[src/rtl/gfc_pkg.sv]
package gfc_pkg;

  localparam int MS_W = 7;

  typedef enum logic [1:0] {
    PH_IDLE = 2'd0,
    PH_WAIT = 2'd1,
    PH_GATE = 2'd2,
    PH_HELD = 2'd3
  } gfc_phase_e;

  function automatic logic [MS_W-1:0] gate_len_ms(input logic [1:0] code);
    logic [MS_W-1:0] len;
    case (code)
      2'd0:    len = MS_W'(4);
      2'd1:    len = MS_W'(8);
      2'd2:    len = MS_W'(32);
      default: len = MS_W'(64);
    endcase
    return len;
  endfunction

  function automatic logic [MS_W-1:0] settle_len_ms(input logic [1:0] code,
                                                    input logic       fast);
    logic [MS_W-1:0] len;
    if (fast)         len = MS_W'(1);
    else if (code[1]) len = MS_W'(7);
    else              len = MS_W'(3);
    return len;
  endfunction

endpackage

[src/rtl/gfc_tick_gen.sv]
module gfc_tick_gen #(
  parameter int TICK_DIV = 50000
) (
  input  logic clk,
  input  logic rst_n,
  input  logic restart,
  output logic tick_o
);
  localparam int CW = (TICK_DIV > 1) ? $clog2(TICK_DIV) : 1;
  localparam logic [CW-1:0] LAST = CW'(TICK_DIV - 1);

  logic [CW-1:0] div_q, div_n;

  assign tick_o = (div_q == LAST);

  always_comb begin
    if (restart || tick_o) div_n = '0;
    else                   div_n = div_q + 1'b1;
  end

  always_ff @(posedge clk or negedge rst_n) begin
    if (!rst_n) div_q <= '0;
    else        div_q <= div_n;
  end
endmodule

[src/rtl/gfc_edge_div.sv]
module gfc_edge_div #(
  parameter int SYNC_N = 2
) (
  input  logic clk,
  input  logic rst_n,
  input  logic sig_in,
  output logic half_pulse_o
);
  logic [SYNC_N-1:0] sync_q;
  logic              last_q;
  logic              half_q, half_n;
  logic              pulse_q, pulse_n;
  logic              rise;

  generate
    for (genvar s = 0; s < SYNC_N; s++) begin : g_sync
      if (s == 0) begin : g_first
        always_ff @(posedge clk or negedge rst_n) begin
          if (!rst_n) sync_q[0] <= 1'b0;
          else        sync_q[0] <= sig_in;
        end
      end else begin : g_rest
        always_ff @(posedge clk or negedge rst_n) begin
          if (!rst_n) sync_q[s] <= 1'b0;
          else        sync_q[s] <= sync_q[s-1];
        end
      end
    end
  endgenerate

  assign rise = sync_q[SYNC_N-1] & ~last_q;

  always_comb begin
    half_n  = half_q;
    pulse_n = 1'b0;
    if (rise) begin
      half_n  = ~half_q;
      pulse_n = half_q;
    end
  end

  always_ff @(posedge clk or negedge rst_n) begin
    if (!rst_n) begin
      last_q  <= 1'b0;
      half_q  <= 1'b0;
      pulse_q <= 1'b0;
    end else begin
      last_q  <= sync_q[SYNC_N-1];
      half_q  <= half_n;
      pulse_q <= pulse_n;
    end
  end

  assign half_pulse_o = pulse_q;
endmodule

[src/rtl/gfc_ctrl.sv]
module gfc_ctrl
  import gfc_pkg::*;
(
  input  logic       clk,
  input  logic       rst_n,
  input  logic       commit,
  input  logic       start_bit,
  input  logic [1:0] gate_sel,
  input  logic       fast_wait,
  input  logic       tick,
  output logic       count_en,
  output logic       count_clr,
  output logic       done_o
);
  gfc_phase_e      phase_q, phase_n;
  logic [MS_W-1:0] ms_q, ms_n;
  logic [1:0]      gate_q, gate_n;
  logic            fast_q, fast_n;
  logic            done_q, done_n;
  logic [MS_W-1:0] limit;

  always_comb begin
    if (phase_q == PH_WAIT) limit = settle_len_ms(gate_q, fast_q);
    else                    limit = gate_len_ms(gate_q);
  end

  always_comb begin
    phase_n = phase_q;
    ms_n    = ms_q;
    gate_n  = gate_q;
    fast_n  = fast_q;
    done_n  = done_q;
    if (commit) begin
      gate_n  = gate_sel;
      fast_n  = fast_wait;
      done_n  = 1'b0;
      ms_n    = '0;
      phase_n = start_bit ? PH_WAIT : PH_IDLE;
    end else if (tick && (phase_q == PH_WAIT || phase_q == PH_GATE)) begin
      if (ms_q == limit - 1'b1) begin
        ms_n = '0;
        if (phase_q == PH_WAIT) begin
          phase_n = PH_GATE;
        end else begin
          phase_n = PH_HELD;
          done_n  = 1'b1;
        end
      end else begin
        ms_n = ms_q + 1'b1;
      end
    end
  end

  always_ff @(posedge clk or negedge rst_n) begin
    if (!rst_n) begin
      phase_q <= PH_IDLE;
      ms_q    <= '0;
      gate_q  <= 2'd0;
      fast_q  <= 1'b0;
      done_q  <= 1'b0;
    end else begin
      phase_q <= phase_n;
      ms_q    <= ms_n;
      gate_q  <= gate_n;
      fast_q  <= fast_n;
      done_q  <= done_n;
    end
  end

  assign count_en  = (phase_q == PH_GATE);
  assign count_clr = commit & ~start_bit;
  assign done_o    = done_q;
endmodule

[src/rtl/gfc_accum.sv]
module gfc_accum #(
  parameter int CNT_W = 20
) (
  input  logic             clk,
  input  logic             rst_n,
  input  logic             clr,
  input  logic             en,
  input  logic             pulse,
  output logic [CNT_W-1:0] count_o
);
  logic [CNT_W-1:0] cnt_q, cnt_n;
  logic             cnt_ce;

  assign cnt_ce = clr | (en & pulse);

  always_comb begin
    if (clr) cnt_n = '0;
    else     cnt_n = cnt_q + 1'b1;
  end

  always_ff @(posedge clk or negedge rst_n) begin
    if (!rst_n)      cnt_q <= '0;
    else if (cnt_ce) cnt_q <= cnt_n;
  end

  assign count_o = cnt_q;
endmodule

[src/rtl/gated_freq_counter.sv]
module gated_freq_counter #(
  parameter int CNT_W    = 20,
  parameter int TICK_DIV = 50000,
  parameter int SYNC_N   = 2
) (
  input  logic             clk,
  input  logic             rst_n,
  input  logic             sig_in,
  input  logic             frame_en,
  input  logic             start_bit,
  input  logic [1:0]       gate_sel,
  input  logic             fast_wait,
  output logic [CNT_W-1:0] count_o,
  output logic             done_o
);
  logic frame_q;
  logic commit;
  logic tick;
  logic half_pulse;
  logic count_en;
  logic count_clr;

  always_ff @(posedge clk or negedge rst_n) begin
    if (!rst_n) frame_q <= 1'b0;
    else        frame_q <= frame_en;
  end

  assign commit = frame_q & ~frame_en;

  gfc_tick_gen #(.TICK_DIV(TICK_DIV)) u_tick (
    .clk     (clk),
    .rst_n   (rst_n),
    .restart (commit),
    .tick_o  (tick)
  );

  gfc_edge_div #(.SYNC_N(SYNC_N)) u_edge (
    .clk          (clk),
    .rst_n        (rst_n),
    .sig_in       (sig_in),
    .half_pulse_o (half_pulse)
  );

  gfc_ctrl u_ctrl (
    .clk       (clk),
    .rst_n     (rst_n),
    .commit    (commit),
    .start_bit (start_bit),
    .gate_sel  (gate_sel),
    .fast_wait (fast_wait),
    .tick      (tick),
    .count_en  (count_en),
    .count_clr (count_clr),
    .done_o    (done_o)
  );

  gfc_accum #(.CNT_W(CNT_W)) u_accum (
    .clk     (clk),
    .rst_n   (rst_n),
    .clr     (count_clr),
    .en      (count_en),
    .pulse   (half_pulse),
    .count_o (count_o)
  );
endmodule

[config.mk]
export PLATFORM = sky130hd
export DESIGN_NAME = gated_freq_counter
export DESIGN_NICKNAME = d
export VERILOG_FILES = /design/src/rtl/gfc_pkg.sv /design/src/rtl/gfc_tick_gen.sv /design/src/rtl/gfc_edge_div.sv /design/src/rtl/gfc_ctrl.sv /design/src/rtl/gfc_accum.sv /design/src/rtl/gated_freq_counter.sv
export SDC_FILE = /design/constraint.sdc
export NUM_CORES = 1
export LEC_CHECK = 0
export BUFFER_PORTS_ARGS = -buffer_cell sky130_fd_sc_hd__buf_2
export CAP_MARGIN = 20
export CORE_MARGIN = 2
export CORE_UTILIZATION = 36
export DETAILED_ROUTE_END_ITERATION = 10
export GPL_TIMING_DRIVEN = 0
export PLACE_DENSITY_LB_ADDON = 0.2
export SYNTH_ARGS = -nofsm -noshare
export SYNTH_HDL_FRONTEND = slang
export SYNTH_HIERARCHICAL = 1
export SYNTH_SLANG_ARGS = --single-unit
[constraint.sdc]
create_clock -name clk -period 3.2 [get_ports clk]
set_clock_uncertainty 0.1 [all_clocks]
set_input_delay 0.32 -clock clk [delete_from_list [all_inputs] [get_ports clk]]
set_output_delay 0.32 -clock clk [all_outputs]
set_load 0.1 [all_outputs]
# Yosys cells after proc, flatten, opt, wreduce, memory -nomap -nowiden

Cells that the tools add are included.

$add $sub $neg: 4
$mul: 0
Div/mod/pow operators: 0
$lt $le $gt $ge: 0
Eq/ne operators: 7
Shifts and indexed selects: 0
Multiplexer cells: 19
Bitwise operators: 9
Reductions and logical operators: 8

Operators with widths:

| operator                                         | number |
|---|---|
| 2-to-1 mux 7 bit                                 | 5 |
| one-hot mux 7 bit (3 select lines)               | 1 |
| adder 20 x 1 -> 20 bit, second input constant    | 1 |
| 2-to-1 mux 20 bit                                | 1 |
| adder 16 x 1 -> 16 bit, second input constant    | 1 |
| == test 16 bit, second input constant            | 1 |
| 2-to-1 mux 16 bit                                | 1 |
| adder 7 x 1 -> 7 bit, second input constant      | 1 |
| == test 7 bit                                    | 1 |
| 2-to-1 mux 1 bit                                 | 7 |
| subtractor 7 x 1 -> 7 bit, second input constant | 1 |
| 2-to-1 mux 2 bit                                 | 3 |
| AND 1 bit                                        | 4 |
| == test 2 x 1 -> 1 bit, second input constant    | 2 |
| == test 2 bit, second input constant             | 2 |
| NOT 1 bit                                        | 4 |
| nonzero test 2 bit                               | 2 |
| 2-to-1 mux 3 bit                                 | 1 |
| AND reduction 3 bit                              | 1 |
| zero test 2 bit                                  | 1 |
| logical OR 1 bit                                 | 2 |
| != test 2 x 1 -> 1 bit, second input constant    | 1 |
| AND reduction 2 bit                              | 1 |
| logical AND 1 bit                                | 1 |
| OR 1 bit                                         | 1 |

Bits in registers: 55
Bits in latches: 0
RAM bits: 0
ROM bits: 0
Bits of input ports: 8
Word-level logic and storage cells: 60
Memories kept: 0

# Logic depth before layout (Yosys ltp)

Gate-level depths: netlist of the first run.

Depth in word-level cells: 8
Mapped depth: 8
Depth with buffers taken out: 8

# Hierarchy

Netlist of the first run, hierarchy kept.

Modules (own cells, without submodules):

| module             | instances | cells each | area each (µm²) | seq. area each (µm²) |
|---|---|---|---|---|
| gfc_accum          | 1         | 112        | 1,027.2         | 500.5 |
| gfc_tick_gen       | 1         | 80         | 792.0           | 400.4 |
| gfc_ctrl           | 1         | 77         | 770.7           | 325.3 |
| gfc_edge_div       | 1         | 9          | 162.7           | 125.1 |
| gated_freq_counter | 1         | 2          | 38.8            | 25.0 |

# Worst setup path before layout of the first run

Ideal clock, no wire load.

Path kind: flip-flop to flip-flop
From: register u_accum.cnt_q[2] (netlist: u_accum/count_o[2])
To: register u_accum.cnt_q[19] (netlist: u_accum/count_o[19])
Library setup time: 0.078 ns
Arrival: 2.410 ns
Slack: 0.612 ns
Cell stages (with the launch flop): 6
Path buffers: 1
Period minus slack after synthesis: 2.588 ns
Cell sequence: dfrtp_1 nand4_1 or4_1 buf_2 or3_1 a21oi_1

Cells in the longest elaborated chain, start to end: 2

RTL lines:

| what                     | line            | text |
|---|---|---|
| start: declaration       | gfc_accum.sv:11 | `logic [CNT_W-1:0] cnt_q, cnt_n;` |
| start signal: assignment | gfc_accum.sv:23 | `else if (cnt_ce) cnt_q <= cnt_n;` |
| adder 20 x 1 -> 20 bit   | gfc_accum.sv:18 | `else cnt_n = cnt_q + 1'b1;` |
| 2-to-1 mux 20 bit        | gfc_accum.sv:17 | `if (clr) cnt_n = '0;` |

No other way between the ends.
A chain may end at the register's enable or synchronous reset.

# Worst setup path in the final report of the first run

From: register u_tick.div_q[0]
To: register u_ctrl.phase_q[0]

Cells in the longest elaborated chain, start to end: 4

RTL lines:

| what                                 | line                     | text |
|---|---|---|
| start: declaration                   | gfc_tick_gen.sv:12       | `logic [CW-1:0] div_q, div_n;` |
| start signal: assignment             | gfc_tick_gen.sv:23       | `else div_q <= div_n;` |
| == test 16 bit                       | gfc_tick_gen.sv:14       | `assign tick_o = (div_q == LAST);` |
| via tick                             | gated_freq_counter.sv:18 | `logic tick;` |
| logical AND 1 bit                    | gfc_ctrl.sv:39           | `end else if (tick && (phase_q == PH_WAIT \|\| phase_q == PH_GATE)) begin` |
| nonzero test 2 bit (no source line)  | -                        |  |
| AND reduction 2 bit (no source line) | -                        |  |
| end signal: assignment               | gfc_ctrl.sv:62           | `phase_q <= phase_n;` |
| end: declaration                     | gfc_ctrl.sv:15           | `gfc_phase_e phase_q, phase_n;` |

The timed path passes the listed nets, and every way through them passes these cells.

==> results of run 1 <==
[kinds of logic after synthesis]
logic type               Yosys count  synth area share
multiplexers                       5            0.0211
flip-flops                        55             0.493
adder cells (fa/ha/maj)            5            0.0224
XOR/XNOR                          29            0.0937
buffers and inverters             22            0.0354
AO/OA/AOI/OAI                     37            0.0784
AND/OR/NAND/NOR                  127             0.256
[sequential cells by signal (all words and copies together), names as in the netlist]
signal               count
u_edge/half_pulse_o      1
u_ctrl/phase_q           2
u_edge/sync_q            2
u_ctrl/gate_q            2
u_edge/last_q            1
u_tick/div_q            16
u_ctrl/fast_q            1
u_edge/half_q            1
u_ctrl/done_o            1
u_accum/count_o         20
frame_q                  1
u_ctrl/ms_q              7
[area by class of cell]
| class | instances | area [sq um] | share of cell area |
|---|---|---|---|
| sequential | 55 | 1380 | 0.425 |
| multi-input combinational | 203 | 1320 | 0.407 |
| timing repair buffer | 31 | 180 | 0.0557 |
| tap | 102 | 128 | 0.0394 |
| clock buffer | 5 | 68.8 | 0.0213 |
| clock inverter | 3 | 67.6 | 0.0209 |
| inverter | 14 | 52.6 | 0.0162 |
| buffer | 8 | 46.3 | 0.0143 |
[worst register-to-register path, stage by stage, from the launching register on]
cell and delay, ns:
dfrtp_1 0.40, ha_1 0.20, nand3_1 0.29, nor4_2 0.46, nand2b_1 0.20, or4_4 0.47
or4_1 0.44, a31oi_1 0.18
[worst max-delay path by stage]
stage / end / slack [ns] / start
global route: u_ctrl/done_o / 0.23 / u_tick/div_q[0]
finish: u_ctrl/phase_q[0] / 0.40 / u_tick/div_q[0]
CTS: u_ctrl/phase_q[0] / 0.37 / u_tick/div_q[0]
global placement: u_ctrl/phase_q[0] / 0.41 / u_tick/div_q[0]
floorplan: u_accum/count_o[19] / 0.61 / u_accum/count_o[2]
detailed placement: u_ctrl/phase_q[0] / 0.38 / u_tick/div_q[0]
[per-stage QoR]
step                      instance area [sq um]  hold slack, ns  total power [W]  worst slack, ns
final                                      3240          0.0584          0.00147            0.398
after global routing                       3240          0.0480          0.00154            0.229
after detailed placement                   3080           0.192         0.000933            0.382
after floorplan                            2790         -0.0756         0.000885            0.612
after CTS                                  3230         0.00597          0.00149            0.374
after global placement                     3060           0.233         0.000928            0.413
[where the power goes]
| group | internal [W] | switching, W |
|---|---|---|
| clock network | 0.000312 | 0.000234 |
| logic | 0.0000684 | 0.0000795 |
| registers | 0.000733 | 0.0000389 |
[cell usage in the layout (no fill, tap or decap), types with 5 or more instances in the layout]
| cell type | count |
|---|---|
| xor2_1 | 6 |
| dfrtp_1 | 55 |
| nor4_1 | 7 |
| ha_1 | 5 |
| or3_1 | 12 |
| nand4_1 | 7 |
| a21oi_1 | 16 |
| clkbuf_1 | 5 |
| clkbuf_8 | 5 |
| xnor2_1 | 22 |
| nand3_1 | 11 |
| inv_1 | 14 |
| nor2_1 | 34 |
| nor3_1 | 12 |
| buf_2 | 29 |
| o21ai_0 | 9 |
| nand2_1 | 18 |
[routing by layer]
metal	share of wire	vias to the layer above
met5	0	-
met4	0.012	0
met3	0.039	4
met2	0.45	39
met1	0.50	985
li1	-	1065
[repair_timing]
item,CTS,global route
setup endpoints to repair,0,0
hold buffers,1,1
endpoints found under the hold margin,18,1
==> summary.md, run 1 <==
| Metric | Value |
|---|---|
| Max cap viols | 0 |
| Hold path startpoint | frame_en |
| Post-synthesis area per instance | around 10 sq um |
| RSZ-0062 raised after global routing | false |
| Ant. Diodes | 0 |
| Leak Pwr | roughly 1.4 nW |
| Final setup violation count | 0 |
| Synth top area cells | dfrtp_1 49%, xnor2_1 6.9%, nor2_1 4.6% |
| R2R Path End | u_ctrl/phase_q[0] |
| Reg clk slew, reported paths | roughly 0.10 ns |
| DRT Pass-1 Iters | 4 |
| Via density | 4.97 |
| CP endpoint kind | register |
| Max_slew headroom | 0.671 |
| R2R Setup Slk | 0.40 ns |
| DRC viols | 0 |
| Non-Filler Instances | 421 |
| Worst-margin pin slew | 0.493 ns |
| Worst Path Buf+Inv | 0 |
| Post-CTS setup buffers | 0 |
| Post-synth top area share | 0.493 |
| Post-synth EDFFs | 0 |
| CP max FO | 7 |
| Crit Path Class | reg -> reg |
| PortBufs | 28 |
| First-pass GRT wire length | between 9000 and 10000 um |
| Outcome | finished, final reports clean |
| Nets | around 330 |
| Pwr Density | 453 nW/um^2 |
| Worst Hold Path EP | frame_q |
| Die footprint | ~8500 sq um |
| CP required | 3.33 ns |
| Hold crit path type | in -> reg |
| Routed len/inst | 12.9 um |
| ANT nets after route | 0 |
| M1 GR Usage | 0.183 |
| Synth Instances | 280 |
| Filler Cells Inserted | 742 |
| Setup total negative slack | 0 ns |
| Reg2Reg Depth | 7 |
| FF-to-FF Start | u_tick/div_q[0] |
| Ys async rst share | 1.00 |
| Most used DFF post-synth | dfrtp_1 |
| Die Wd | 92.1 um |
| Initial Util | 0.367 |
| GR Util All Layers | 0.134 |
| Top-count cell post-synth | dfrtp_1 |
| DP Wirelength | 3770 um |
| Post-synth cell types | 46 |
| Fin crit period | 2.80 ns |
| Clock Sinks | 55 |
| Placed cell count | 411 |
| Critical Path AT | 2.93 ns |
| CTS Root Cell | clkbuf_8 |
| Synth Register Bits | 55 |
| Syn Nets | 293 |
| Final core occ | 0.425 |
| Placement row count | 32 |
| CP max stage cell | or4_4 |
| GRT met2 Usage | 0.210 |
| Top-Level Pins | 29 |
| Final Hold Viols | 0 |
| Die H | 92.1 um |
| Initial antenna violation count | 0 |
| Seq/Total Area, Yosys | 0.493 |
| Met3 usage | 0.0329 |
| TritonCTS clock tree | yes |
| Share of post-route cells with drive strength above 1 | 0.166 |
| Routed WL | 5430 um |
| Hold path depth | 1 |
| Syn. warnings | 6 |
| Max-slew violations | 0 |
| Global route overflow | 0 |
| Crit path depth | 7 |
| Resized cells post-CTS | 0 |
| Worst-path cell chain | ha_1 > nand3_1 > nor4_2 > nand2b_1 > or4_4 > or4_1 > a31oi_1 |
| Post-synth top cells | 55 x dfrtp_1, 34 x nor2_1, 22 x xnor2_1, 18 x nand2_1, 16 x a21oi_1 |
| Largest stage delay on the critical path | 0.47 ns |
| DR vias | 2093 |
| Worst skew pair latency | 0.31 ns |
| Layer with the highest usage | met2 |
| H-Tree Depth | 2 |
| Part of the cycle the worst path needs | 0.876 |
| Vias in the first global route | 1937 |
| Highest Clock Rate | 0.357 GHz |
| Max Root-Sink Buffers | 2 |
| Startpoint types | register |
| Synth Cell Area | ~2800 sq um |
| Gpl congestion | roughly 0.80 |
| Area leader, netlist | dfrtp_1 |
| Starting DRT DRC Count | 67 |
| Core area | 7610 sq um |
| Layout area overhead | 15.9% |
| TritonCTS buffer count | 5 |
| Largest net degree at the start of global routing | 38 |
| Worst vdd rail ir drop | 0.209 mV |
| Top Family by Delay on Critical Path | simple AND/OR/NAND/NOR gates |
(Power assumes the default switching activity.)
==> run 2: changes to the inputs <==
- CORE_UTILIZATION: 36 -> 53
- clock period: 3.2 -> 2.5 ns (I/O delays scaled with it)
==> run 2 against run 1 <==
The flow now finishes with violations (negative setup slack); register-to-register slack worse by 0.53 ns; global-route usage up 7.1 points; power up 14%; cell area up 0.62%; core utilization up 21 points; die area down 31%; worst hold slack better by 0.016 ns; non-clock buffer count up 8; sequential power up 29%; fmax up 6.3%; flip-flop and latch count unchanged; critical path type unchanged.
==> summary.md, run 2 (synthesis results as in run 1) <==
| Metric | Value |
|---|---|
| Startpoint types | register |
| Die Wd | 76.6 um (-17%) |
| Most frequent cells in the layout | 50 x dfrtp_1, 34 x nor2_1, 29 x buf_2 |
| CP max FO | 3 (-4) |
| Starting DRT DRC Count | 89 (+33%) |
| Int Power | 0.00125 W (+12%) |
| Highest Clock Rate | 0.379 GHz (+6.3%) |
| Routed len/inst | 14.1 um (+9.3%) |
| Worst skew pair latency | 0.30 ns (about the same) |
| Global route overflow | 0 (unchanged) |
| Outcome | complete, but fails checks |
| Share of post-route cells with drive strength above 1 | 0.224 (+0.0578) |
| Worst vdd rail ir drop | 0.407 mV (+94%) |
| Psw | 0.000428 W (+22%) |
| Crit Path Class | reg -> reg |
| Max_slew headroom | 0.625 (-0.0459) |
| DRC viols | 0 (unchanged) |
| Seq pwr share | 0.592 (+0.065) |
| Fin crit period | 2.64 ns (-0.165 ns) |
| Reg clk slew, reported paths | 0.10 ns (about the same) |
| Switch share | 0.255 (+0.0153) |
| Via density | 5.50 (+11%) |
| DP Wirelength | 3920 um (+4.0%) |
| TritonCTS clock tree | yes |
| H-Tree Depth | 2 (unchanged) |
| Total power | 0.00168 W (+14%) |
| First-pass GRT wire length | 9670 um (+5.0%) |
| Final worst slack | -0.136 ns (-0.535 ns) |
| Routed WL | 5580 um (+2.9%) |
| CTS Root Cell | clkbuf_8 |
| Initial antenna violation count | 0 (unchanged) |
| Final Cell Area | 3260 sq um (+0.62%) |
| DR vias | 2179 (+4.1%) |
| TritonCTS buffer count | 5 (unchanged) |
| Clock share of power | 0.290 (-0.082) |
| Max Root-Sink Buffers | 2 (unchanged) |
| Die H | 76.6 um (-17%) |
| Initial Util | 0.547 (+0.180) |
| Die footprint | 5860 sq um (-31%) |
| Vias in the first global route | 2068 (+6.8%) |
| Filler Cells Inserted | 418 (-44%) |
| Critical Path AT | 2.77 ns (-0.16 ns) |
| Placement row count | 26 (-19%) |
| Top-Level Pins | 29 (unchanged) |
| Layout area overhead | 16.6% |
| Ant. Diodes | 0 (unchanged) |
| RSZ-0062 raised after global routing | true |
| Final setup violation count | 6 (+6) |
| DRT Pass-1 Iters | 4 (unchanged) |
| Dpl cell area | 3050 sq um (-1.0%) |
| Nets | 339 (+2.4%) |
| CP endpoint kind | register |
| Final Hold Viols | 0 (unchanged) |
| Part of the cycle the worst path needs | 1.05 (+0.179) |
| Hold crit path type | in -> reg |
| Clock Sinks | 55 (unchanged) |
| Gpl congestion | 0.821 (+2.3%) |
| Combinational power share | 0.119 (+0.018) |
| CP required | 2.63 ns (-0.70 ns) |
| GR Util All Layers | 0.205 (+0.0711) |
| PortBufs | 28 (unchanged) |
| Max reg flops | 20 (unchanged) |
| Max cap viols | 0 (unchanged) |
| Leak Pwr | 1.45 nW (+3.2%) |
| Failing checks | negative setup slack |
| Largest net degree at the start of global routing | 33 (-13%) |
| Most common cell after layout, fill and taps aside | dfrtp_1 |
| Worst-margin pin slew | 0.562 ns (+0.0689 ns) |
| Core area | 5110 sq um (-33%) |
| ANT nets after route | 0 (unchanged) |
| Max-slew violations | 0 (unchanged) |
| Pwr Density | 515 nW/um^2 (+14%) |
[run 2: cell types whose count changed in the layout (fill, tap and decap cells not counted), sizes merged]
cell / previous run / this run
bufinv: 2 / 0
clkbuf: 10 / 11
dlygate4sd3: 2 / 3
clkinvlp: 1 / 0
buf: 32 / 39
clkinv: 0 / 1
[run 2: worst max-delay path: stages (launching register included)]
cell and delay (ns):
dfrtp_1 0.41, or4b_4 0.56, nor4_4 0.35, nand2b_1 0.12, or4_4 0.44, or4_4 0.45
a31oi_2 0.14
[run 2: through the flow]
step	hold slack [ns]	utilization	setup TNS, ns	std cells	setup WS (ns)
final	0.0743	0.637	-0.346	396	-0.136
after global routing	0.0665	0.637	-1.01	396	-0.241
after CTS	0.0709	0.631	-0.0830	393	-0.0486
after detailed placement	0.176	0.597	-1.67	379	-0.355
after global placement	0.233	0.593	-1.78	378	-0.265
after floorplan	-0.146	-	-0.0862	280	-0.0388
[run 2: area by class of cell]
class                      count  area (sq um)  share of cell area
buffer                         8          48.8              0.0150
clock buffer                   6          82.6              0.0254
clock inverter                 1          5.00             0.00154
inverter                      14          52.6              0.0161
multi-input combinational    203          1350               0.416
sequential                    55          1380               0.425
tap                           70          87.6              0.0269
timing repair buffer          39           243              0.0746
[run 2: worst paths after layout]
check	depth (start not counted)	start	endpoint	slack [ns]
max	6	u_tick/div_q[10]	u_ctrl/phase_q[0]	-0.14
min	2	gate_sel[0]	u_ctrl/gate_q[0]	0.07
max reg2reg	6	u_tick/div_q[10]	u_ctrl/phase_q[0]	-0.14
min reg2reg	0	u_edge/sync_q[0]	u_edge/sync_q[1]	0.25
max in group asynchronous	3	rst_n	u_accum/count_o[3]	1.34
min in group asynchronous	2	rst_n	u_ctrl/fast_q	0.37
[run 2: layer usage]
metal	vias to the layer above	wire, um	GRT usage
met5	-	0	0
met4	0	34	0.0582
met3	2	146	0.0438
met2	30	2840	0.343
met1	1073	2560	0.271
li1	1074	-	-
[run 2: what timing repair did]
item                       CTS  global route
setup endpoints to repair   16            17
hold buffers                 3             0
pin swaps                    2             1
hold endpoints to repair    25             0
resized for setup            7             4
cloned                       0             0
buffers inserted             4             3
[run 2: power groups by stage]
| stage | clock network [W] | logic (W) | registers, W |
|---|---|---|---|
| floorplan | 0 | 0.000131 | 0.00100 |
| global placement | 0 | 0.000179 | 0.00100 |
| detailed placement | 0 | 0.000192 | 0.00101 |
| CTS | 0.000500 | 0.000200 | 0.000992 |
| global route | 0.000538 | 0.000225 | 0.00100 |
| finish | 0.000486 | 0.000199 | 0.000993 |
